## src/rtl/ccs_pkg.sv

```systemverilog
package ccs_pkg;
  typedef enum logic [1:0] {
    ST_IDLE  = 2'd0,
    ST_CLEAR = 2'd1,
    ST_SCAN  = 2'd2,
    ST_EMIT  = 2'd3
  } ccs_state_e;

  localparam logic [7:0] CODE_POS_HI = 8'h05;
  localparam logic [7:0] CODE_POS_LO = 8'h06;
  localparam logic [7:0] CODE_CHAR   = 8'h07;
  localparam int         SEQ_LEN     = 6;
endpackage

```

## src/rtl/ccs_cursor.sv

```systemverilog
module ccs_cursor #(
  parameter int POS_W  = 9,
  parameter int CNT_W  = 7,
  parameter int WINDOW = 100
) (
  input  logic             clk,
  input  logic             rst_n,
  input  logic             load_i,
  input  logic             step_i,
  input  logic [POS_W:0]   size_i,
  output logic [POS_W-1:0] pos_o,
  output logic             end_o
);
  logic [POS_W-1:0] pos_q, pos_d;
  logic [CNT_W-1:0] cnt_q, cnt_d;
  logic [POS_W:0]   pos_inc;
  logic [CNT_W:0]   cnt_inc;
  logic             wrap, full, en;

  assign pos_inc = {1'b0, pos_q} + 1'b1;
  assign cnt_inc = {1'b0, cnt_q} + 1'b1;
  assign wrap    = pos_inc >= size_i;
  assign full    = cnt_inc == (CNT_W+1)'(WINDOW);
  assign end_o   = wrap | full;
  assign pos_o   = pos_q;
  assign en      = load_i | step_i;

  always_comb begin
    pos_d = pos_q;
    cnt_d = cnt_q;
    if (load_i) begin
      pos_d = ({1'b0, pos_q} >= size_i) ? '0 : pos_q;
      cnt_d = '0;
    end else if (step_i) begin
      pos_d = wrap ? '0 : pos_inc[POS_W-1:0];
      cnt_d = cnt_inc[CNT_W-1:0];
    end
  end

  always_ff @(posedge clk or negedge rst_n) begin
    if (!rst_n) begin
      pos_q <= '0;
      cnt_q <= '0;
    end else if (en) begin
      pos_q <= pos_d;
      cnt_q <= cnt_d;
    end
  end

  // a step never happens once the window is used up
  p_window_r4: assert property (@(posedge clk) disable iff (!rst_n)
    step_i |-> (cnt_q < CNT_W'(WINDOW)));
  // the cursor stays inside the active screen while stepping
  p_pos_range_r5: assert property (@(posedge clk) disable iff (!rst_n)
    step_i |-> ({1'b0, pos_q} < size_i));
endmodule

```

## src/rtl/ccs_emit.sv

```systemverilog
module ccs_emit
  import ccs_pkg::*;
#(
  parameter int POS_W = 9
) (
  input  logic             clk,
  input  logic             rst_n,
  input  logic             capture_i,
  input  logic [POS_W-1:0] pos_i,
  input  logic [7:0]       char_i,
  input  logic             ready_i,
  output logic             valid_o,
  output logic [7:0]       data_o,
  output logic             last_o,
  output logic [POS_W-1:0] pos_o,
  output logic [7:0]       char_o
);
  localparam int PAD = 16 - POS_W;

  logic [POS_W-1:0] pos_q, pos_d;
  logic [7:0]       char_q, char_d;
  logic [2:0]       idx_q, idx_d;
  logic             valid_q, valid_d, en;
  logic [15:0]      addr_w;

  assign addr_w  = {{PAD{1'b0}}, pos_q};
  assign en      = capture_i | (valid_q & ready_i);
  assign last_o  = valid_q & ready_i & (idx_q == 3'(SEQ_LEN-1));
  assign valid_o = valid_q;
  assign pos_o   = pos_q;
  assign char_o  = char_q;

  always_comb begin
    unique case (idx_q)
      3'd0:    data_o = CODE_POS_HI;
      3'd1:    data_o = addr_w[15:8];
      3'd2:    data_o = CODE_POS_LO;
      3'd3:    data_o = addr_w[7:0];
      3'd4:    data_o = CODE_CHAR;
      default: data_o = char_q;
    endcase
  end

  always_comb begin
    pos_d   = pos_q;
    char_d  = char_q;
    idx_d   = idx_q;
    valid_d = valid_q;
    if (capture_i) begin
      pos_d   = pos_i;
      char_d  = char_i;
      idx_d   = '0;
      valid_d = 1'b1;
    end else if (last_o) begin
      idx_d   = '0;
      valid_d = 1'b0;
    end else if (valid_q && ready_i) begin
      idx_d   = idx_q + 3'd1;
    end
  end

  always_ff @(posedge clk or negedge rst_n) begin
    if (!rst_n) begin
      pos_q   <= '0;
      char_q  <= '0;
      idx_q   <= '0;
      valid_q <= 1'b0;
    end else if (en) begin
      pos_q   <= pos_d;
      char_q  <= char_d;
      idx_q   <= idx_d;
      valid_q <= valid_d;
    end
  end

  // a stalled byte is held unchanged
  p_hold_r8: assert property (@(posedge clk) disable iff (!rst_n)
    (valid_q && !ready_i) |=> (valid_q && $stable(data_o)));
  // every sequence opens with the high-address code
  p_first_code_r2: assert property (@(posedge clk) disable iff (!rst_n)
    $rose(valid_q) |-> (data_o == CODE_POS_HI));
  // a new cell is never captured over a sequence in flight
  p_no_overrun_r8: assert property (@(posedge clk) disable iff (!rst_n)
    capture_i |-> !valid_q);
endmodule

```

## src/rtl/ccs_top.sv

```systemverilog
module ccs_top
  import ccs_pkg::*;
#(
  parameter int COLS      = 30,
  parameter int ROWS_PAL  = 16,
  parameter int ROWS_NTSC = 13,
  parameter int WINDOW    = 100,
  parameter int POS_W     = $clog2(COLS*ROWS_PAL)
) (
  input  logic             clk,
  input  logic             rst_n,
  input  logic             start_i,
  input  logic             clear_i,
  input  logic             pal_mode_i,
  output logic [POS_W-1:0] rd_addr_o,
  input  logic [7:0]       wrk_data_i,
  input  logic [7:0]       shd_data_i,
  output logic             shd_we_o,
  output logic [POS_W-1:0] shd_waddr_o,
  output logic [7:0]       shd_wdata_o,
  output logic [7:0]       out_data_o,
  output logic             out_valid_o,
  input  logic             out_ready_i,
  output logic             done_o
);
  localparam int CELLS_PAL  = COLS * ROWS_PAL;
  localparam int CELLS_NTSC = COLS * ROWS_NTSC;
  localparam int CNT_W      = $clog2(WINDOW + 1);
  localparam logic [POS_W:0]   SIZE_PAL  = (POS_W+1)'(CELLS_PAL);
  localparam logic [POS_W:0]   SIZE_NTSC = (POS_W+1)'(CELLS_NTSC);
  localparam logic [POS_W-1:0] CLR_LAST  = POS_W'(CELLS_PAL - 1);

  // reset: asynchronous assertion, synchronous release
  logic rst_meta_q, rst_sync_n;
  always_ff @(posedge clk or negedge rst_n) begin
    if (!rst_n) begin
      rst_meta_q <= 1'b0;
      rst_sync_n <= 1'b0;
    end else begin
      rst_meta_q <= 1'b1;
      rst_sync_n <= rst_meta_q;
    end
  end

  ccs_state_e       state_q, state_d;
  logic             mode_q, mode_d;
  logic [POS_W-1:0] clr_q, clr_d;
  logic             done_q, done_d;
  logic             load, step, capture, cur_end, emit_last, differ;
  logic [POS_W:0]   size_sel;
  logic [POS_W-1:0] cur_pos, emit_pos;
  logic [7:0]       emit_char;

  assign size_sel = (state_q == ST_IDLE) ? (pal_mode_i ? SIZE_PAL : SIZE_NTSC)
                                         : (mode_q     ? SIZE_PAL : SIZE_NTSC);
  assign differ   = wrk_data_i != shd_data_i;

  ccs_cursor #(.POS_W(POS_W), .CNT_W(CNT_W), .WINDOW(WINDOW)) u_cursor (
    .clk    (clk),
    .rst_n  (rst_sync_n),
    .load_i (load),
    .step_i (step),
    .size_i (size_sel),
    .pos_o  (cur_pos),
    .end_o  (cur_end)
  );

  ccs_emit #(.POS_W(POS_W)) u_emit (
    .clk       (clk),
    .rst_n     (rst_sync_n),
    .capture_i (capture),
    .pos_i     (cur_pos),
    .char_i    (wrk_data_i),
    .ready_i   (out_ready_i),
    .valid_o   (out_valid_o),
    .data_o    (out_data_o),
    .last_o    (emit_last),
    .pos_o     (emit_pos),
    .char_o    (emit_char)
  );

  always_comb begin
    state_d = state_q;
    mode_d  = mode_q;
    clr_d   = clr_q;
    done_d  = 1'b0;
    load    = 1'b0;
    step    = 1'b0;
    capture = 1'b0;
    unique case (state_q)
      ST_IDLE: begin
        if (clear_i) begin
          state_d = ST_CLEAR;
          clr_d   = '0;
        end else if (start_i) begin
          state_d = ST_SCAN;
          mode_d  = pal_mode_i;
          load    = 1'b1;
        end
      end
      ST_CLEAR: begin
        clr_d = clr_q + 1'b1;
        if (clr_q == CLR_LAST) state_d = ST_IDLE;
      end
      ST_SCAN: begin
        if (differ) begin
          capture = 1'b1;
          state_d = ST_EMIT;
        end else begin
          step = 1'b1;
          if (cur_end) begin
            state_d = ST_IDLE;
            done_d  = 1'b1;
          end
        end
      end
      default: begin
        if (emit_last) begin
          step = 1'b1;
          if (cur_end) begin
            state_d = ST_IDLE;
            done_d  = 1'b1;
          end else begin
            state_d = ST_SCAN;
          end
        end
      end
    endcase
  end

  always_ff @(posedge clk or negedge rst_sync_n) begin
    if (!rst_sync_n) begin
      state_q <= ST_IDLE;
      mode_q  <= 1'b0;
      clr_q   <= '0;
      done_q  <= 1'b0;
    end else begin
      state_q <= state_d;
      mode_q  <= mode_d;
      clr_q   <= clr_d;
      done_q  <= done_d;
    end
  end

  assign rd_addr_o   = cur_pos;
  assign done_o      = done_q;
  assign shd_we_o    = (state_q == ST_CLEAR) | emit_last;
  assign shd_waddr_o = (state_q == ST_CLEAR) ? clr_q : emit_pos;
  assign shd_wdata_o = (state_q == ST_CLEAR) ? 8'h00 : emit_char;

  // nothing is streamed while the shadow is being cleared
  p_quiet_clear_r9: assert property (@(posedge clk) disable iff (!rst_sync_n)
    (state_q == ST_CLEAR) |-> !out_valid_o);
  // end-of-pass pulse never overlaps a byte
  p_done_silent_r7: assert property (@(posedge clk) disable iff (!rst_sync_n)
    done_o |-> !out_valid_o);
  // the pulse lasts one cycle
  p_done_pulse_r7: assert property (@(posedge clk) disable iff (!rst_sync_n)
    done_o |=> !done_o);
  // a scan-time shadow write coincides with acceptance of the character byte
  p_shadow_on_accept_r3: assert property (@(posedge clk) disable iff (!rst_sync_n)
    (shd_we_o && state_q != ST_CLEAR) |-> (out_valid_o && out_ready_i && out_data_o == shd_wdata_o));
endmodule

```

## config.mk

```make
export PLATFORM = sky130hd
export DESIGN_NAME = ccs_top
export DESIGN_NICKNAME = d
export VERILOG_FILES = /design/src/rtl/ccs_pkg.sv /design/src/rtl/ccs_cursor.sv /design/src/rtl/ccs_emit.sv /design/src/rtl/ccs_top.sv
export SDC_FILE = /design/constraint.sdc
export NUM_CORES = 1
export LEC_CHECK = 0
export BUFFER_PORTS_ARGS = -buffer_cell sky130_fd_sc_hd__buf_2
export CAP_MARGIN = 20
export CELL_PAD_IN_SITES_DETAIL_PLACEMENT = 1
export CELL_PAD_IN_SITES_GLOBAL_PLACEMENT = 1
export CORE_MARGIN = 2
export CORE_UTILIZATION = 39
export CTS_CLUSTER_SIZE = 14
export DETAILED_ROUTE_END_ITERATION = 7
export PLACE_DENSITY_LB_ADDON = 0.1
export SYNTH_ARGS = -nofsm -noshare
export SYNTH_HDL_FRONTEND = slang
export SYNTH_SLANG_ARGS = --single-unit
```

## constraint.sdc

```tcl
create_clock -name clk -period 2.15 [get_ports clk]
set_clock_uncertainty 0.15 [all_clocks]
set_input_delay 0 -clock clk [delete_from_list [all_inputs] [get_ports clk]]
set_output_delay 0 -clock clk [all_outputs]
set_load 0.02 [all_outputs]
```

==> flow_metrics.env <==
export IMPL_outcome="finished, violations left"
export IMPL_violations="negative setup slack"
export IMPL_wl_per_cell_um=19.2
export IMPL_clk_latency_ns=0.31
export IMPL_grt_max_degree=40
export IMPL_core_um2=8220
export IMPL_nets=531
export IMPL_fill_cells=931
export IMPL_crit_family="compound AO/OA/AOI/OAI gates"
export IMPL_slew_headroom_pct=48.3
export IMPL_grt_ovfl_total=0
export IMPL_yosysUniqueCellTypes=54
export IMPL_cpMaxStageDelayCell="dfrtp_1"
export IMPL_cts_buffer_depth=2
export IMPL_vias=3212
export IMPL_power_density_nw_per_um2=1470
export IMPL_ys_seq_area_share_pct=39.5
export IMPL_crit_path_start_kind="flip-flop"
export IMPL_clk_pin_slew_worst_paths_ns=0.10
export IMPL_ir_drop_uv=788
export IMPL_synthAdderAreaFrac_pct=7.59
export IMPL_antenna_found_initial=0
export IMPL_wirelength_mm=11.5
export IMPL_syn_inst=347
export IMPL_hold_viol=0
export IMPL_multiInputGateArea_um2=2130
export IMPL_rsz0062_at_grt="yes"
export IMPL_synth_edf_count=0
export IMPL_grt_usage_pct=23.6
export IMPL_port_buffers=58
export IMPL_start_util_pct=40.1
export IMPL_slew_viol_final=0
export IMPL_synth_async_sr_flop_share_pct=100
export IMPL_die_h_um=96.0
export IMPL_hold_class="reg2async"
export IMPL_ys_seq_elements=52
export IMPL_setup_viol=12
export IMPL_grt_pass1_wl_mm=16.6
export IMPL_crit_arrival_ns=2.80
export IMPL_synth_top_family_by_area="simple AND/OR/NAND/NOR gates"
export IMPL_cp_buffers_inverters=1
export IMPL_leakage_uw=0.00219
export IMPL_period_minus_slack_ns=2.75
export IMPL_cpMostUsedCell="nand2_1"
export IMPL_dpl_hpwl_mm=7.80
export IMPL_end_kind="flip-flop"
export IMPL_path_max_fanout=4
export IMPL_areaGrowthSynthToFinish_pct=47.4
export IMPL_path_cells="inv_2 -> ha_4 -> mux2i_4 -> ha_1 -> nand2_1 -> nand2_1 -> a2111o_1 -> a31oi_4 -> a41oi_2 -> mux2_4"
export IMPL_cts_tree="done"
export IMPL_layout_drive_gt1_share_pct=42.9
export IMPL_slowest_delay_ns=0.42
export IMPL_fin_ws_ns=-0.600
export IMPL_synth_simple_area_share_pct=18.1
export IMPL_tritoncts_num_buffers=5
export IMPL_yosys_warnings=0
export IMPL_via_per_inst=5.40
export IMPL_cap_viol_max_count=0
export IMPL_dieArea_um2=9210
export IMPL_htree_levels=2
export IMPL_syn_nets=389
export IMPL_seq_area_um2=1300
export IMPL_worst_slew_pin_slew_ns=0.766
export IMPL_synthesis_area_um2=3300
export IMPL_synth_mux_area_share_pct=8.16
export IMPL_clock_sinks=52
export IMPL_fin_cells=595
export IMPL_final_util_pct=59.2
export IMPL_dp_cells=562
export IMPL_syn_area_per_cell_um2=9.50
export IMPL_antenna_cells=0
export IMPL_route_detailed_drc=0
export IMPL_synth_area_leaders="dfrtp_1, ha_1, mux2_2"
export IMPL_cts_root_buf="clkbuf_8"
export IMPL_synthFlopType="dfrtp_1"
export IMPL_synth_compound_area_share_pct=16.0
export IMPL_ant_nets=0
export IMPL_drt_first_pass_iters=4
export IMPL_gp_congestion=0.850
export IMPL_critPathKind="reg2reg"
export IMPL_yosys_area_share_xor_xnor_pct=5.84
export IMPL_drt_iter0_drc=63
export IMPL_netlist_area_leader_share_pct=39.5
export IMPL_yosysTopAreaCell="dfrtp_1"
export IMPL_fmax_mhz=364
export IMPL_rows=33
export IMPL_period_share_pct=128
export IMPL_cp_required_ns=2.20
export IMPL_die_w_um=96.0
export IMPL_pin_count=59
export IMPL_first_global_vias=3303
## cell families (layout without fill, tap and decap cells)
logic type | Yosys count | after routing
xor gates and xnor gates | 22 | 22
and+or+nand+nor | 117 | 117
AOI/OAI and AO/OA | 74 | 75
other | 1 | 1
muxes | 24 | 24
buffers and inverters | 37 | 179
adders and majority gates | 20 | 20
DFF | 52 | 52
## metal layers
metal	vias up	wire [um]	GRT usage, %
met2	71	6020	43.2
li1	1527	-	-
met1	1598	4860	28.8
met3	16	362	2.98
met4	0	209	7.02
met5	-	0	0
## Yosys cell counts (all sizes together), types with 10 or more instances
| cell type | number |
|---|---|
| xnor2 | 16 |
| o21ai | 25 |
| inv | 22 |
| a21oi | 10 |
| mux2 | 20 |
| nand4 | 13 |
| dfrtp | 52 |
| nand3 | 13 |
| nor2 | 23 |
| nand2 | 29 |
| ha | 20 |
| nor2b | 13 |
## what timing repair did
action,CTS,global route
hold endpoints to repair,16,0
buffers inserted,5,7
pin swaps,6,20
setup endpoints to repair,23,33
hold buffers,13,0
gates resized for setup,19,58
cloned,0,1
## state kept, by name, indices dropped and copies added (netlist names)
register and flops:
state_q 2, clr_q 9, rst_sync_n 1, u_emit.valid_o 1, done_o 1, rst_meta_q 1
mode_q 1, u_cursor.pos_o 9, u_emit.char_o 8, u_emit.idx_q 3, u_emit.pos_o 9, u_cursor.cnt_q 7
## worst paths after layout
| check | from | end | slack [ns] | depth (start not counted) |
|---|---|---|---|---|
| worst max-delay path | state_q[0] | state_q[0] | -0.60 | 10 |
| worst min-delay path | rst_sync_n | u_emit.valid_o | 0.03 | 0 |
| worst max register to register | state_q[0] | state_q[0] | -0.60 | 10 |
| worst min register to register | rst_sync_n | u_emit.valid_o | 0.03 | 0 |
| max in group asynchronous | rst_sync_n | done_o | 1.29 | 1 |
| min in group clk | start_i | u_cursor.cnt_q[6] | 0.10 | 4 |
## power breakdown
part	switching (uW)	leakage, uW	internal (uW)
Clock	358	0.0000510	259
Sequential	289	0.000647	1320
Combinational	2620	0.00149	2290
Total	3270	0.00219	3870
## per-stage QoR
step	setup TNS [ns]	area, um^2	setup WS, ns	total power [uW]	hold slack, ns
6_report	-6.55	4860	-0.600	7140	0.0256
2_1_floorplan	-5.65	3340	-0.746	4080	-0.446
3_5_place_dp	-7.12	4230	-0.694	5760	-0.360
3_3_place_gp	-5.93	4230	-0.586	5610	-0.364
5_1_grt	-8.28	4860	-0.716	7640	0.0460
4_1_cts	-5.83	4570	-0.524	6620	0.0343
## worst register-to-register path, cell delays in order, from the launching register on
cell and delay [ns]:
dfrtp_1 0.42, inv_2 0.09, ha_4 0.16, mux2i_4 0.32, ha_1 0.29, nand2_1 0.07, nand2_1 0.05, a2111o_1 0.41
a31oi_4 0.19, a41oi_2 0.15, mux2_4 0.34
## cells in the final DEF (no fill, tap or decap), types with 3 or more instances in the layout
cell and n:
a2111o_1 3, a21oi_1 9, a22o_1 5, and2_1 3, buf_12 3, buf_2 51
buf_4 66, buf_6 16, clkbuf_8 6, dfrtp_1 50, dlygate4sd3_1 13, ha_1 8
ha_4 10, inv_1 17, inv_2 4, mux2_2 18, mux2i_1 3, nand2_1 29
nand3_1 12, nand4_1 13, nor2_1 22, nor2b_1 11, o2111ai_1 3, o211ai_1 5
o21ai_0 16, o21ai_1 8, xnor2_1 16, xor2_1 6
## area by class of cell
| cell class | instances | share of cell area [%] |
|---|---|---|
| multi-input cells | 259 | 43.8 |
| flip-flops and latches | 52 | 26.8 |
| repair buffers | 149 | 23.1 |
| well taps | 105 | 2.70 |
| inverters | 22 | 1.75 |
| clock buffers | 6 | 1.70 |
| clock inverters | 2 | 0.206 |
(Power assumes the default switching activity.)
